`config.mk`:
```
export PLATFORM = sky130hd
export DESIGN_NAME = lane_pred_unit
export DESIGN_NICKNAME = d
export VERILOG_FILES = /design/src/rtl/lpm_pkg.sv /design/src/rtl/lpm_tail.sv /design/src/rtl/lpm_beat.sv /design/src/rtl/lpm_blk_step.sv /design/src/rtl/lane_pred_unit.sv
export SDC_FILE = /design/constraint.sdc
export NUM_CORES = 1
export LEC_CHECK = 0
export BUFFER_PORTS_ARGS = -buffer_cell sky130_fd_sc_hd__buf_2
export CORE_MARGIN = 4
export CORE_UTILIZATION = 45
export DETAILED_ROUTE_END_ITERATION = 7
export GPL_TIMING_DRIVEN = 1
export PLACE_DENSITY = 0.89
export SYNTH_ARGS = -nofsm -noshare
export SYNTH_HDL_FRONTEND = slang
export SYNTH_SLANG_ARGS = --single-unit
```
`constraint.sdc`:
```
create_clock -name clk -period 2.9 [get_ports clk]
set_clock_uncertainty 0.2 [all_clocks]
set_input_delay 0 -clock clk [delete_from_list [all_inputs] [get_ports clk]]
set_output_delay 0 -clock clk [all_outputs]
set_load 0.05 [all_outputs]
```
`src/rtl/lpm_pkg.sv`:
```
package lpm_pkg;

  typedef enum logic [3:0] {
    BT_NONE    = 4'd0,
    BT_B0      = 4'd1,
    BT_B01     = 4'd2,
    BT_B012    = 4'd3,
    BT_B012_N0 = 4'd4
  } beat_code_e;

  // number of completed beats whose lanes must be masked off
  function automatic logic [1:0] beats_done(input logic [3:0] code);
    case (code)
      BT_B0:                 beats_done = 2'd1;
      BT_B01:                beats_done = 2'd2;
      BT_B012, BT_B012_N0:   beats_done = 2'd3;
      default:               beats_done = 2'd0;
    endcase
  endfunction

  function automatic logic beat_code_known(input logic [3:0] code);
    beat_code_known = (code <= BT_B012_N0);
  endfunction

  // next beat state on advance, for an 8-bit state with code in [7:4]
  function automatic logic [7:0] beat_step(input logic [7:0] st);
    if (st[3:0] != 4'd0) beat_step = st;
    else if (st[7:4] == BT_B012_N0) beat_step = {BT_B0, 4'd0};
    else beat_step = 8'd0;
  endfunction

  // tail-length: number of surviving lanes, valid only when tail applies
  function automatic logic [4:0] tail_lanes(input logic [4:0] cnt, input logic [1:0] sz);
    tail_lanes = cnt << sz;
  endfunction

endpackage

```
`src/rtl/lpm_tail.sv`:
```
module lpm_tail #(
  parameter int LANES = 16,
  parameter int CNT_W = 32,
  parameter int SZ_W  = 3
) (
  input  logic [CNT_W-1:0] loop_count,
  input  logic [SZ_W-1:0]  tail_size,
  output logic             tail_on,
  output logic [4:0]       tail_len,
  output logic [LANES-1:0] tail_keep
);
  import lpm_pkg::*;

  logic       size_ok;
  logic [4:0] limit;

  always_comb begin
    size_ok  = (tail_size < SZ_W'(4));
    limit    = size_ok ? (5'd1 << (3'd4 - 3'(tail_size[1:0]))) : 5'd0;
    tail_on  = size_ok && (loop_count <= CNT_W'(limit));
    tail_len = tail_lanes(loop_count[4:0], tail_size[1:0]);
  end

  for (genvar i = 0; i < LANES; i++) begin : g_keep
    assign tail_keep[i] = !tail_on || (5'(i) < tail_len);
  end

endmodule

```
`src/rtl/lpm_beat.sv`:
```
module lpm_beat #(
  parameter int LANES  = 16,
  parameter int BEAT_W = 8
) (
  input  logic [BEAT_W-1:0] beat_state,
  output logic              beat_on,
  output logic              beat_err,
  output logic [LANES-1:0]  beat_keep,
  output logic [BEAT_W-1:0] beat_nxt
);
  import lpm_pkg::*;

  localparam int QW = LANES / 4;

  logic [3:0] code;
  logic [1:0] done;

  always_comb begin
    code     = beat_state[7:4];
    beat_on  = (beat_state[3:0] == 4'd0);
    beat_err = beat_on && !beat_code_known(code);
    done     = beat_on ? beats_done(code) : 2'd0;
    beat_nxt = beat_step(beat_state);
  end

  for (genvar i = 0; i < LANES; i++) begin : g_keep
    assign beat_keep[i] = ((i / QW) >= int'(done));
  end

endmodule

```
`src/rtl/lpm_blk_step.sv`:
```
module lpm_blk_step #(
  parameter int HALF  = 8,
  parameter int BLK_W = 4
) (
  input  logic [BLK_W-1:0] blk,
  input  logic [HALF-1:0]  p0_half,
  output logic [HALF-1:0]  half_mask,
  output logic             flip,
  output logic [BLK_W-1:0] blk_nxt,
  output logic [HALF-1:0]  p0_nxt
);
  always_comb begin
    half_mask = (blk == '0) ? '1 : p0_half;
    flip      = blk[BLK_W-1] && (blk[BLK_W-2:0] != '0);
    blk_nxt   = {blk[BLK_W-2:0], 1'b0};
    p0_nxt    = flip ? ~p0_half : p0_half;
  end
endmodule

```
`src/rtl/lane_pred_unit.sv`:
```
module lane_pred_unit #(
  parameter int LANES  = 16,
  parameter int BLK_W  = 4,
  parameter int BEAT_W = 8,
  parameter int CNT_W  = 32,
  parameter int SZ_W   = 3
) (
  input  logic              clk,
  input  logic              rst_n,
  input  logic              load_en,
  input  logic [LANES-1:0]  load_p0,
  input  logic [BLK_W-1:0]  load_blk_lo,
  input  logic [BLK_W-1:0]  load_blk_hi,
  input  logic [BEAT_W-1:0] load_beat,
  input  logic              adv,
  input  logic [CNT_W-1:0]  loop_count,
  input  logic [SZ_W-1:0]   tail_size,
  output logic [LANES-1:0]  lane_mask,
  output logic              beat_err,
  output logic [LANES-1:0]  p0_q,
  output logic [BLK_W-1:0]  blk_lo_q,
  output logic [BLK_W-1:0]  blk_hi_q,
  output logic [BEAT_W-1:0] beat_q
);
  localparam int NHALF = 2;
  localparam int HALF  = LANES / NHALF;

  logic [NHALF-1:0][BLK_W-1:0] blk_q;
  logic [NHALF-1:0][BLK_W-1:0] blk_nxt;
  logic [LANES-1:0]            p0_nxt;
  logic [LANES-1:0]            base_mask;
  logic [NHALF-1:0]            flip;
  logic                        vpt_on;

  logic                        tail_on;
  logic [4:0]                  tail_len;
  logic [LANES-1:0]            tail_keep;
  logic                        beat_on;
  logic [LANES-1:0]            beat_keep;
  logic [BEAT_W-1:0]           beat_nxt;

  for (genvar h = 0; h < NHALF; h++) begin : g_half
    lpm_blk_step #(.HALF(HALF), .BLK_W(BLK_W)) u_step (
      .blk       (blk_q[h]),
      .p0_half   (p0_q[h*HALF +: HALF]),
      .half_mask (base_mask[h*HALF +: HALF]),
      .flip      (flip[h]),
      .blk_nxt   (blk_nxt[h]),
      .p0_nxt    (p0_nxt[h*HALF +: HALF])
    );
  end

  lpm_tail #(.LANES(LANES), .CNT_W(CNT_W), .SZ_W(SZ_W)) u_tail (
    .loop_count (loop_count),
    .tail_size  (tail_size),
    .tail_on    (tail_on),
    .tail_len   (tail_len),
    .tail_keep  (tail_keep)
  );

  lpm_beat #(.LANES(LANES), .BEAT_W(BEAT_W)) u_beat (
    .beat_state (beat_q),
    .beat_on    (beat_on),
    .beat_err   (beat_err),
    .beat_keep  (beat_keep),
    .beat_nxt   (beat_nxt)
  );

  assign vpt_on    = (blk_q != '0);
  assign lane_mask = base_mask & tail_keep & beat_keep;
  assign blk_lo_q  = blk_q[0];
  assign blk_hi_q  = blk_q[1];

  always_ff @(posedge clk) begin
    if (!rst_n) begin
      p0_q   <= '0;
      blk_q  <= '0;
      beat_q <= '0;
    end else if (load_en) begin
      p0_q     <= load_p0;
      blk_q[0] <= load_blk_lo;
      blk_q[1] <= load_blk_hi;
      beat_q   <= load_beat;
    end else if (adv) begin
      beat_q <= beat_nxt;
      if (vpt_on) begin
        p0_q  <= p0_nxt;
        blk_q <= blk_nxt;
      end
    end
  end

  // lanes at or above the tail length are never active
  a_r3_tail_clear: assert property (@(posedge clk) disable iff (!rst_n)
    tail_on |-> ((lane_mask >> tail_len) == '0));

  // code 2 with valid beat state leaves the low two beats idle
  a_r4_beat_clear: assert property (@(posedge clk) disable iff (!rst_n)
    (beat_on && beat_q[7:4] == 4'd2) |-> (lane_mask[7:0] == 8'h00));

  // error flag only for an unknown code in valid beat state
  a_r5_err_code: assert property (@(posedge clk) disable iff (!rst_n)
    beat_err |-> (beat_q[3:0] == 4'd0 && beat_q[7:4] > 4'd4));

  // resumed second-instruction beat retires to the first-beat code
  a_r6_beat_resume: assert property (@(posedge clk) disable iff (!rst_n)
    (adv && !load_en && beat_q == 8'h40) |=> (beat_q == 8'h10));

  // idle block masks keep the predicate field
  a_r7_idle_hold: assert property (@(posedge clk) disable iff (!rst_n)
    (adv && !load_en && !vpt_on) |=> (p0_q == $past(p0_q)));

  // the high half flips only when its block mask exceeds 4'b1000
  a_r8_hi_flip: assert property (@(posedge clk) disable iff (!rst_n)
    (adv && !load_en && blk_hi_q > 4'd8) |=> (p0_q[15:8] == ~$past(p0_q[15:8])));

  // load wins over advance
  a_r9_load_wins: assert property (@(posedge clk) disable iff (!rst_n)
    load_en |=> (p0_q == $past(load_p0) && beat_q == $past(load_beat)));

endmodule

```
# After elaboration in Yosys (flattened, before gate mapping)
# Cells that the tools add are included.
# Widths: inputs -> output; s select.
dict set report totals {
  input_bits 71
  output_inout_bits 49
  regBits 32
}
dict set report op_classes {
  n_mux 17
  n_shift 2
  addsub 1
  eq_ne 5
  magnitude_cmp 22
  n_bitwise 4
  reduce_logical 38
}
# operator count
set op_table {}
lappend op_table {{$mux 8} 10}
lappend op_table {{$mux 16} 3}
lappend op_table {{$lt 4x5->1 const A} 8}
lappend op_table {{$and 16x16->16} 2}
lappend op_table {{$le 32x5->1} 1}
lappend op_table {{$lt 3x5->1 const A} 4}
lappend op_table {{$logic_or 1x1->1} 16}
lappend op_table {{$not 8->8} 2}
lappend op_table {{$logic_not 4->1} 3}
lappend op_table {{$lt 1x5->1 const A} 2}
lappend op_table {{$lt 2x5->1 const A} 2}
lappend op_table {{$mux 5} 2}
lappend op_table {{$eq 4x2->1 const B} 2}
lappend op_table {{$reduce_bool 2->1} 4}
lappend op_table {{$reduce_bool 8->1} 1}
lappend op_table {{$pmux 2 s3} 1}
lappend op_table {{$reduce_and 3->1} 2}
lappend op_table {{$reduce_bool 3->1} 2}
lappend op_table {{$shl 1x3->5 const A} 1}
lappend op_table {{$shl 5x2->5} 1}
lappend op_table {{$eq 4x1->1 const B} 1}
lappend op_table {{$eq 4x3->1 const B} 1}
lappend op_table {{$ge 1x2->1 const A} 2}
lappend op_table {{$le 4x3->1 const B} 1}
lappend op_table {{10 further kinds} 15}

# Logic depth before layout (Yosys ltp)
# Gate-level depths: netlist of run 1.
dict set report logic_depth {
  depth_word 9
  ltp_mapped 9
  mapped_depth_nobuf 8
}

# Modules after synthesis
# A second synthesis of run 1 with hierarchy kept.
dict set report hier_totals {
  cells_unflattened 350
  area_unflattened_um2 2890.3
}
# mod cells_per_inst area_each_um2 seq_area_each_um2 n_inst
set by_module_without_submodules {}
lappend by_module_without_submodules {lane_pred_unit 182 1662.8 640.6 1}
lappend by_module_without_submodules {lpm_tail 84 565.5 0.0 1}
lappend by_module_without_submodules {lpm_blk_step 25 202.7 0.0 2}
lappend by_module_without_submodules {lpm_beat 34 256.5 0.0 1}

# Least setup slack after synthesis of run 1
# Ideal clock, no wire load.
dict set report synth_path {
  path_type {input to output}
  startpoint {in tail_size[1]}
  endpoint {out lane_mask[0]}
  setup_slack_ns -0.083
  t_required_ns 2.700
  arrival_time_ns 2.783
  n_path_buf 2
  path_stages 9
  cell_sequence {clkbuf_1 > clkbuf_1 > or3_1 > ha_1 > nand4_1 > o21ai_0 > a21oi_1 > nor4_4 > a211oi_1}
}
dict set report synth_between {
  elab_chain_cells 9
  elab_cells_between_ends 12
  cone_classes {1 x add/sub; 3 x order compare; 2 x shift; 1 x mux; 2 x bitwise; 3 x reduce/logical}
}
# item line_no
set synth_lines {}
lappend synth_lines {{start, declared} lane_pred_unit.sv:17} ;# input logic [SZ_W-1:0] tail_size,
lappend synth_lines {{$sub 3x2->3} lpm_tail.sv:19} ;# limit = size_ok ? (5'd1 << (3'd4 - 3'(tail_size[1:0]))) : 5'd0;
lappend synth_lines {{$shl 1x3->5} lpm_tail.sv:19}
lappend synth_lines {{$mux 5} lpm_tail.sv:19}
lappend synth_lines {{$le 32x5->1} lpm_tail.sv:20} ;# tail_on = size_ok && (loop_count <= CNT_W'(limit));
lappend synth_lines {{$logic_and 1x1->1} lpm_tail.sv:20}
lappend synth_lines {{$logic_not 1->1} lpm_tail.sv:25} ;# assign tail_keep[i] = !tail_on || (5'(i) < tail_len);
lappend synth_lines {{$logic_or 1x1->1 *} lpm_tail.sv:25}
lappend synth_lines {{$and 16x16->16 * (2 in series)} lane_pred_unit.sv:70} ;# assign lane_mask = base_mask & tail_keep & beat_keep;
lappend synth_lines {{end, declared} lane_pred_unit.sv:18} ;# output logic [LANES-1:0] lane_mask,
# Every way passes the cells marked *; elsewhere a longest branch is shown, timed or not.

# Worst setup path in the final report of run 1
dict set report layout_path {
  startpoint {in tail_size[0]}
  endpoint {out lane_mask[0]}
}
# Same word-level chain as after synthesis.

==> summary.txt, run 1 <==
Die
  • Die footprint: 6070 sq um
  • # rows: 25
  • Core area: 4720 sq um
  • Initial Util: 0.466
  • Die Wd: 77.9 microns
  • Die H: 77.9 microns
  • Ports: 120

Routing
  • Post-Route WL: 7320 microns
  • Routed wire per std cell: 14.8 microns
  • Vias per cell: 5.23
  • Drt first-iter violations: 124
  • Post-DRT Antenna Nets: 0
  • Post-route DRC: 0
  • Drt pass-1 iters: 4
  • Total number of vias: 2591

Setup path
  • Critical path peak fanout: 16
  • Worst R2R Setup Slack: 0.58 ns
  • Critical path arrival: 2.32 ns
  • Setup crit start kind: input port
  • Reg2reg end: blk_lo_q[2]
  • Critical path startpoint: tail_size[0]
  • CP endpoint kind: primary output
  • RR Startpoint: blk_hi_q[0]
  • Required @ worst endpoint: 2.70 ns
  • Crit Path Class: input port to primary output
  • Worst reg-to-reg path cell count: 7

Synthesis
  • Mapped Area: 2200 sq um
  • Number of synthesis warnings: 0
  • #FFs+latches synth: 32
  • Synth Net Count: 353
  • Post-synth EDFFs: 0
  • Ys async rst share: 0
  • Primary FF master, synth: dfxtp_1
  • Post-synth top area share: 0.291
  • Cell accounting for the most synthesized area: dfxtp_1
  • Synth area leaders: dfxtp_1 (29%), xor2_1 (6.8%), a21oi_1 (5.0%), and2_1 (4.5%), mux2i_1 (4.5%)
  • Top cells by count, synth: dfxtp_1 (32), nand2_1 (24), a21oi_1 (22), nor2_1 (22), o21ai_0 (20)
  • Seq/Total Area, Yosys: 0.291
  • Cells after Synth: 277
  • Synth cell types: 40
  • Count leader, synth: dfxtp_1
  • Synth Area per Inst: 7.95 sq um

Final layout
  • Nets: 502
  • Layout cells sized above 1: 0.335
  • Layout filler cell count: 377
  • Synthesis-to-layout area growth: 50.0%
  • Final Instance Area: 3300 sq um

Clocking
  • Htree depth: 2
  • Clock root cell: clkbuf_8
  • Reg clk slew, reported paths: 0.06 ns
  • CTS Buffer Depth: 2
  • CTS sink cnt: 32
  • CTS tree: yes
  • CTS Buf Count: 5
  • Worst-Skew Late Latency: 0.27 ns
  • Post-CTS Resized: 0

Global routing
  • Gr usage total: 0.233
  • Largest net degree at the start of global routing: 33
  • Grt total ovfl: 0
  • Vias in the first global route: 2448
  • Initial antenna violation count: 0
  • First-pass GRT wire length: 11400 microns

STA
  • Final period util: 0.870
  • F_max: 396 MHz
  • Final Hold Viols: 0
  • Unrepaired setup endpoints after global routing: false
  • Fin. max-slew vios: 0
  • Fin crit period: 2.52 ns
  • Max transition margin: 0.608
  • Final setup vio count: 0
  • Final setup TNS: 0 ns
  • Worst-margin pin slew: 0.586 ns

Place
  • Placer Congestion: 0.915
  • DP Area: 2860 sq um
  • Port bufs: 119
  • DP Wirelength: 5060 microns

Power and ir drop
  • PD cells: 488 nW/um^2
  • Max IR drop VDD: 0.374 mV
  • Total power: 0.00161 W
  • Lkg Pwr: 1.52 nW

Hold path
  • Hold Crit Start: adv
  • Min-Delay Path Class: input port to flip-flop
  • WHS Path Cells: 4
  • Worst-case hold path end point: blk_lo_q[0]

Run status
  • Outcome: finished, final reports clean

Job
  • Max Cap Violations: 0
## state kept, by name, indices dropped and copies added (netlist names)
register  count
p0_q         16
beat_q        8
blk_hi_q      4
blk_lo_q      4
## per-stage QoR
stage	utilization	hold WS [ns]	setup slack, ns	instances
floorplan	-	-0.0718	-0.0825	277
global placement	0.606	0.0551	0.470	453
detailed placement	0.606	0.0759	0.434	453
CTS	0.699	0.00151	0.431	494
global route	0.699	0.0408	0.176	494
finish	0.699	0.0133	0.377	495
## layout by cell type, fill, tap and decap left out, drive strengths merged, types with 2 or more instances in the layout
cell type | netlist | routed
buf | 3 | 124
dlygate4sd3 | 0 | 33
dfxtp | 32 | 32
nand2 | 24 | 24
o21ai | 24 | 24
a21oi | 22 | 22
nor2 | 22 | 22
xor2 | 17 | 17
and2 | 16 | 16
nor2b | 15 | 15
a211oi | 13 | 13
nor4 | 11 | 11
mux2i | 10 | 10
nand2b | 8 | 8
clkbuf | 12 | 6
inv | 5 | 5
ha | 5 | 5
nor3 | 4 | 4
a22oi | 4 | 4
nand3b | 3 | 3
nand4 | 3 | 3
a31oi | 3 | 3
or3 | 2 | 2
o211ai | 2 | 2
a211o | 2 | 2
or2 | 2 | 2
o311ai | 2 | 2
nor3b | 2 | 2
## worst max-delay path, stage by stage
cell and delay (ns):
buf_2 0.24, inv_1 0.10, or3_1 0.32, ha_1 0.31, a211oi_1 0.25, a21oi_1 0.17, nor4_4 0.51, a211oi_1 0.15
buf_2 0.24
## report_power, final
group	switching (W)	internal [W]	total, W
Clock	0.000156	0.000255	0.000411
Sequential	0.0000394	0.000471	0.000510
Combinational	0.000469	0.000221	0.000689
## routing by layer
metal / track usage / up-vias / routed length, microns
li1: - / 1284 / -
met1: 0.279 / 1172 / 2870
met2: 0.407 / 113 / 3750
met3: 0.0394 / 22 / 480
met4: 0.105 / 0 / 223
met5: 0 / - / 0
## what timing repair did
item                                   in CTS  in global routing
buffers inserted                            0                  0
endpoints found under the hold margin      32                  0
setup endpoints to repair                   0                  0
hold buffers                               33                  0
## logic make-up (layout without fill, tap and decap cells)
family	count (synthesis)	count (layout)	synth area share
AO/OA/AOI/OAI	75	75	0.222
XOR/XNOR	17	17	0.0677
adder cells (fa/ha/maj)	5	5	0.0284
buffers and inverters	20	170	0.0387
flip-flops	32	32	0.291
multiplexers	11	11	0.0557
other	1	2	0.00170
AND/OR/NAND/NOR	116	116	0.295
## area by class of cell
class / instances / area (sq um) / share of cell area
multi-input combinational: 225 / 1490 / 0.450
sequential: 32 / 641 / 0.194
inverter: 5 / 18.8 / 0.00568
timing repair buffer: 157 / 963 / 0.292
tap: 67 / 83.8 / 0.0254
antenna: 1 / 2.50 / 0.000758
clock buffer: 6 / 72.6 / 0.0220
clock inverter: 2 / 35.0 / 0.0106
## how the worst max path moves through the flow
| stage | end | slack (ns) | cells after the start |
|---|---|---|---|
| 2_1_floorplan | lane_mask[0] | -0.08 | 9 |
| 3_3_place_gp | lane_mask[7] | 0.47 | 9 |
| 3_5_place_dp | lane_mask[3] | 0.43 | 9 |
| 4_1_cts | lane_mask[3] | 0.43 | 9 |
| 5_1_grt | lane_mask[2] | 0.18 | 9 |
| 6_report | lane_mask[0] | 0.38 | 9 |
No activity file was read; power rests on OpenSTA's default activity.
==> run 2, diff against run 1 <==
- ABC_AREA: not set -> 1
- CORE_UTILIZATION: 45 -> 46
==> summary.txt, run 2 <==
STA
  • F_max: 376 MHz
  • Worst-margin pin slew: 0.505 ns
  • Final setup TNS: 0 ns
  • Final setup vio count: 0
  • Final period util: 0.917
  • Fin crit period: 2.66 ns
  • Unrepaired setup endpoints after global routing: false
  • Max transition margin: 0.662
  • Fin. max-slew vios: 0
  • Final Hold Viols: 0

Routing
  • Drt pass-1 iters: 4
  • Total number of vias: 3047
  • Post-DRT Antenna Nets: 0
  • Vias per cell: 5.12
  • Routed wire per std cell: 14.0 microns
  • Post-route DRC: 0
  • Drt first-iter violations: 100
  • Post-Route WL: 8330 microns

Die
  • # rows: 25
  • Die H: 79.3 microns
  • Initial Util: 0.485
  • Die Wd: 79.3 microns
  • Core area: 4820 sq um
  • Ports: 120
  • Die footprint: 6290 sq um

Final layout
  • Layout cells sized above 1: 0.322
  • Final Instance Area: 3520 sq um
  • Layout filler cell count: 378
  • Max FFs per register: 16
  • Top Registers: p0_q (16), beat_q (8)
  • Multi-input logic area: 1450 sq um
  • Nets: 603
  • FF+latch area: 641 sq um
  • Most frequent cells in the layout: buf_2 (119), nand2_1 (76), nor2_1 (51)
  • Leading cell type in the layout, fill and taps excluded: buf_2
  • Synthesis-to-layout area growth: 50.6%
  • Ant. Diodes: 0
  • Largest reg by FF count: p0_q

Global routing
  • Initial antenna violation count: 0
  • Gr usage total: 0.268
  • Largest net degree at the start of global routing: 42
  • First-pass GRT wire length: 13500 microns
  • Vias in the first global route: 3013
  • Grt total ovfl: 0

Setup path
  • Max stage delay on crit path: 0.59 ns
  • Setup crit start kind: flip-flop
  • Top delay family on crit path: buffers and inverters
  • Worst reg-to-reg path cell count: 9
  • Critical path peak fanout: 9
  • CP max-delay cell: dlygate4sd3_1
  • CP endpoint kind: flip-flop
  • Crit path buffers/inverters: 3
  • RR Startpoint: blk_hi_q[0]
  • Worst R2R Setup Slack: 0.24 ns
  • Required @ worst endpoint: 2.93 ns
  • WP depth: 9
  • Cell mode on critical path: dlygate4sd3_1
  • Crit path to: blk_hi_q[3]
  • Reg2reg end: blk_hi_q[3]
  • Critical path startpoint: blk_hi_q[0]
  • Crit Path Class: flip-flop to flip-flop
  • CP Cell Sequence: inv_2, nand3_2, nor2_4, nand2_4, a21oi_4, o21ai_2, dlygate4sd3_1, a21oi_2, dlygate4sd3_1
  • Critical path arrival: 2.69 ns

Synthesis
  • Count leader, synth: nand2_1
  • Cells after Synth: 365
  • Top cells by count, synth: nand2_1 (76), nor2_1 (51), inv_1 (40), a21oi_1 (33), dfxtp_1 (32)
  • Synth Net Count: 441
  • Number of synthesis warnings: 0
  • Cell accounting for the most synthesized area: dfxtp_1
  • #FFs+latches synth: 32
  • Post-synth EDFFs: 0
  • Seq/Total Area, Yosys: 0.274
  • Post-synth top area share: 0.274
  • Ys async rst share: 0
  • Synth cell types: 36
  • Primary FF master, synth: dfxtp_1
  • Mapped Area: 2340 sq um
  • Synth Area per Inst: 6.40 sq um
  • Synth area leaders: dfxtp_1 (27%), nand2_1 (12%), nor2_1 (8.2%), a21oi_1 (7.1%), o21ai_0 (6.6%)

Power and ir drop
  • Lkg Pwr: 1.80 nW
  • PD cells: 490 nW/um^2
  • Max IR drop VDD: 0.358 mV

Clocking
  • CTS Buffer Depth: 2
  • Clock root cell: clkbuf_8
  • Reg clk slew, reported paths: 0.07 ns
  • Htree depth: 2
  • CTS tree: yes
  • Worst-Skew Late Latency: 0.29 ns
  • CTS Buf Count: 5
  • CTS sink cnt: 32

Place
  • Placer Congestion: 0.831
  • DP Area: 2960 sq um
  • DP Wirelength: 5410 microns
  • Port bufs: 119

Run status
  • Outcome: finished, final reports clean

Job
  • Max Cap Violations: 0

Hold path
  • Min-Delay Path Class: input port to flip-flop
  • Hold Crit Start: adv
==> run 2: worst register-to-register path, delay by kind of cell (launching register included) <==
kind,cells,cell delay (ns)
AO/OA/AOI/OAI,3,0.38
buffers and inverters,3,1.22
flip-flops,1,0.35
AND/OR/NAND/NOR,3,0.44
==> run 2: cells by family (layout without fill, tap and decap cells) <==
| logic type | count (synthesis) | in the layout | share of synthesized area |
|---|---|---|---|
| compound gates | 89 | 89 | 0.229 |
| xor+xnor | 8 | 8 | 0.0300 |
| fa+ha+maj | 5 | 5 | 0.0268 |
| buf+inv | 60 | 223 | 0.107 |
| flops | 32 | 32 | 0.274 |
| other cells | 1 | 1 | 0.00160 |
| simple gates | 170 | 170 | 0.332 |
==> run 2: worst min-delay path by stage <==
stage	end	slack [ns]	cells past startpoint
after floorplan	blk_hi_q[1]	-0.06	2
after global placement	beat_q[2]	0.05	3
after detailed placement	beat_q[5]	0.06	3
after CTS	blk_hi_q[0]	0.008	4
after global routing	p0_q[6]	0.06	3
final	p0_q[1]	0.05	3
==> run 2: layout make-up <==
| class | count | area share |
|---|---|---|
| flip-flops and latches | 32 | 0.182 |
| clock buffers | 5 | 0.0195 |
| repair buffers | 165 | 0.298 |
| well taps | 67 | 0.0238 |
| inverters | 50 | 0.0540 |
| multi-input cells | 273 | 0.411 |
| clock inverters | 3 | 0.0121 |
==> run 2: through the flow <==
stage	std cells	power, W	utilization	setup WS, ns	hold WS, ns
after global routing	595	0.00181	0.731	0.160	0.0594
after floorplan	365	0.00105	-	0.688	-0.0616
after global placement	542	0.00122	0.615	0.874	0.0549
after detailed placement	542	0.00123	0.615	0.784	0.0590
after CTS	593	0.00171	0.728	0.179	0.00753
final	595	0.00173	0.731	0.240	0.0478
==> run 2: layer usage <==
metal  track usage  vias to the layer above  wire (microns)
li1              -                     1507               -
met3        0.0612                       40             592
met5             0                        -               0
met4         0.132                        0             359
met2         0.499                      157            4380
met1         0.280                     1343            3000
==> run 2: report_power, final <==
group          switching, W  leakage (nW)  internal [W]
registers         0.0000330         0.265      0.000474
logic              0.000551          1.48      0.000238
clock network      0.000176        0.0541      0.000254
total              0.000760          1.80      0.000966
==> run 2: repair_timing <==
| item | 4_1_cts | 5_1_grt |
|---|---|---|
| resized for setup | 0 | 0 |
| hold buffers | 43 | 0 |
| hold endpoints to repair | 32 | 0 |
| endpoints found under the setup margin | 0 | 1 |
| buffers inserted | 0 | 2 |
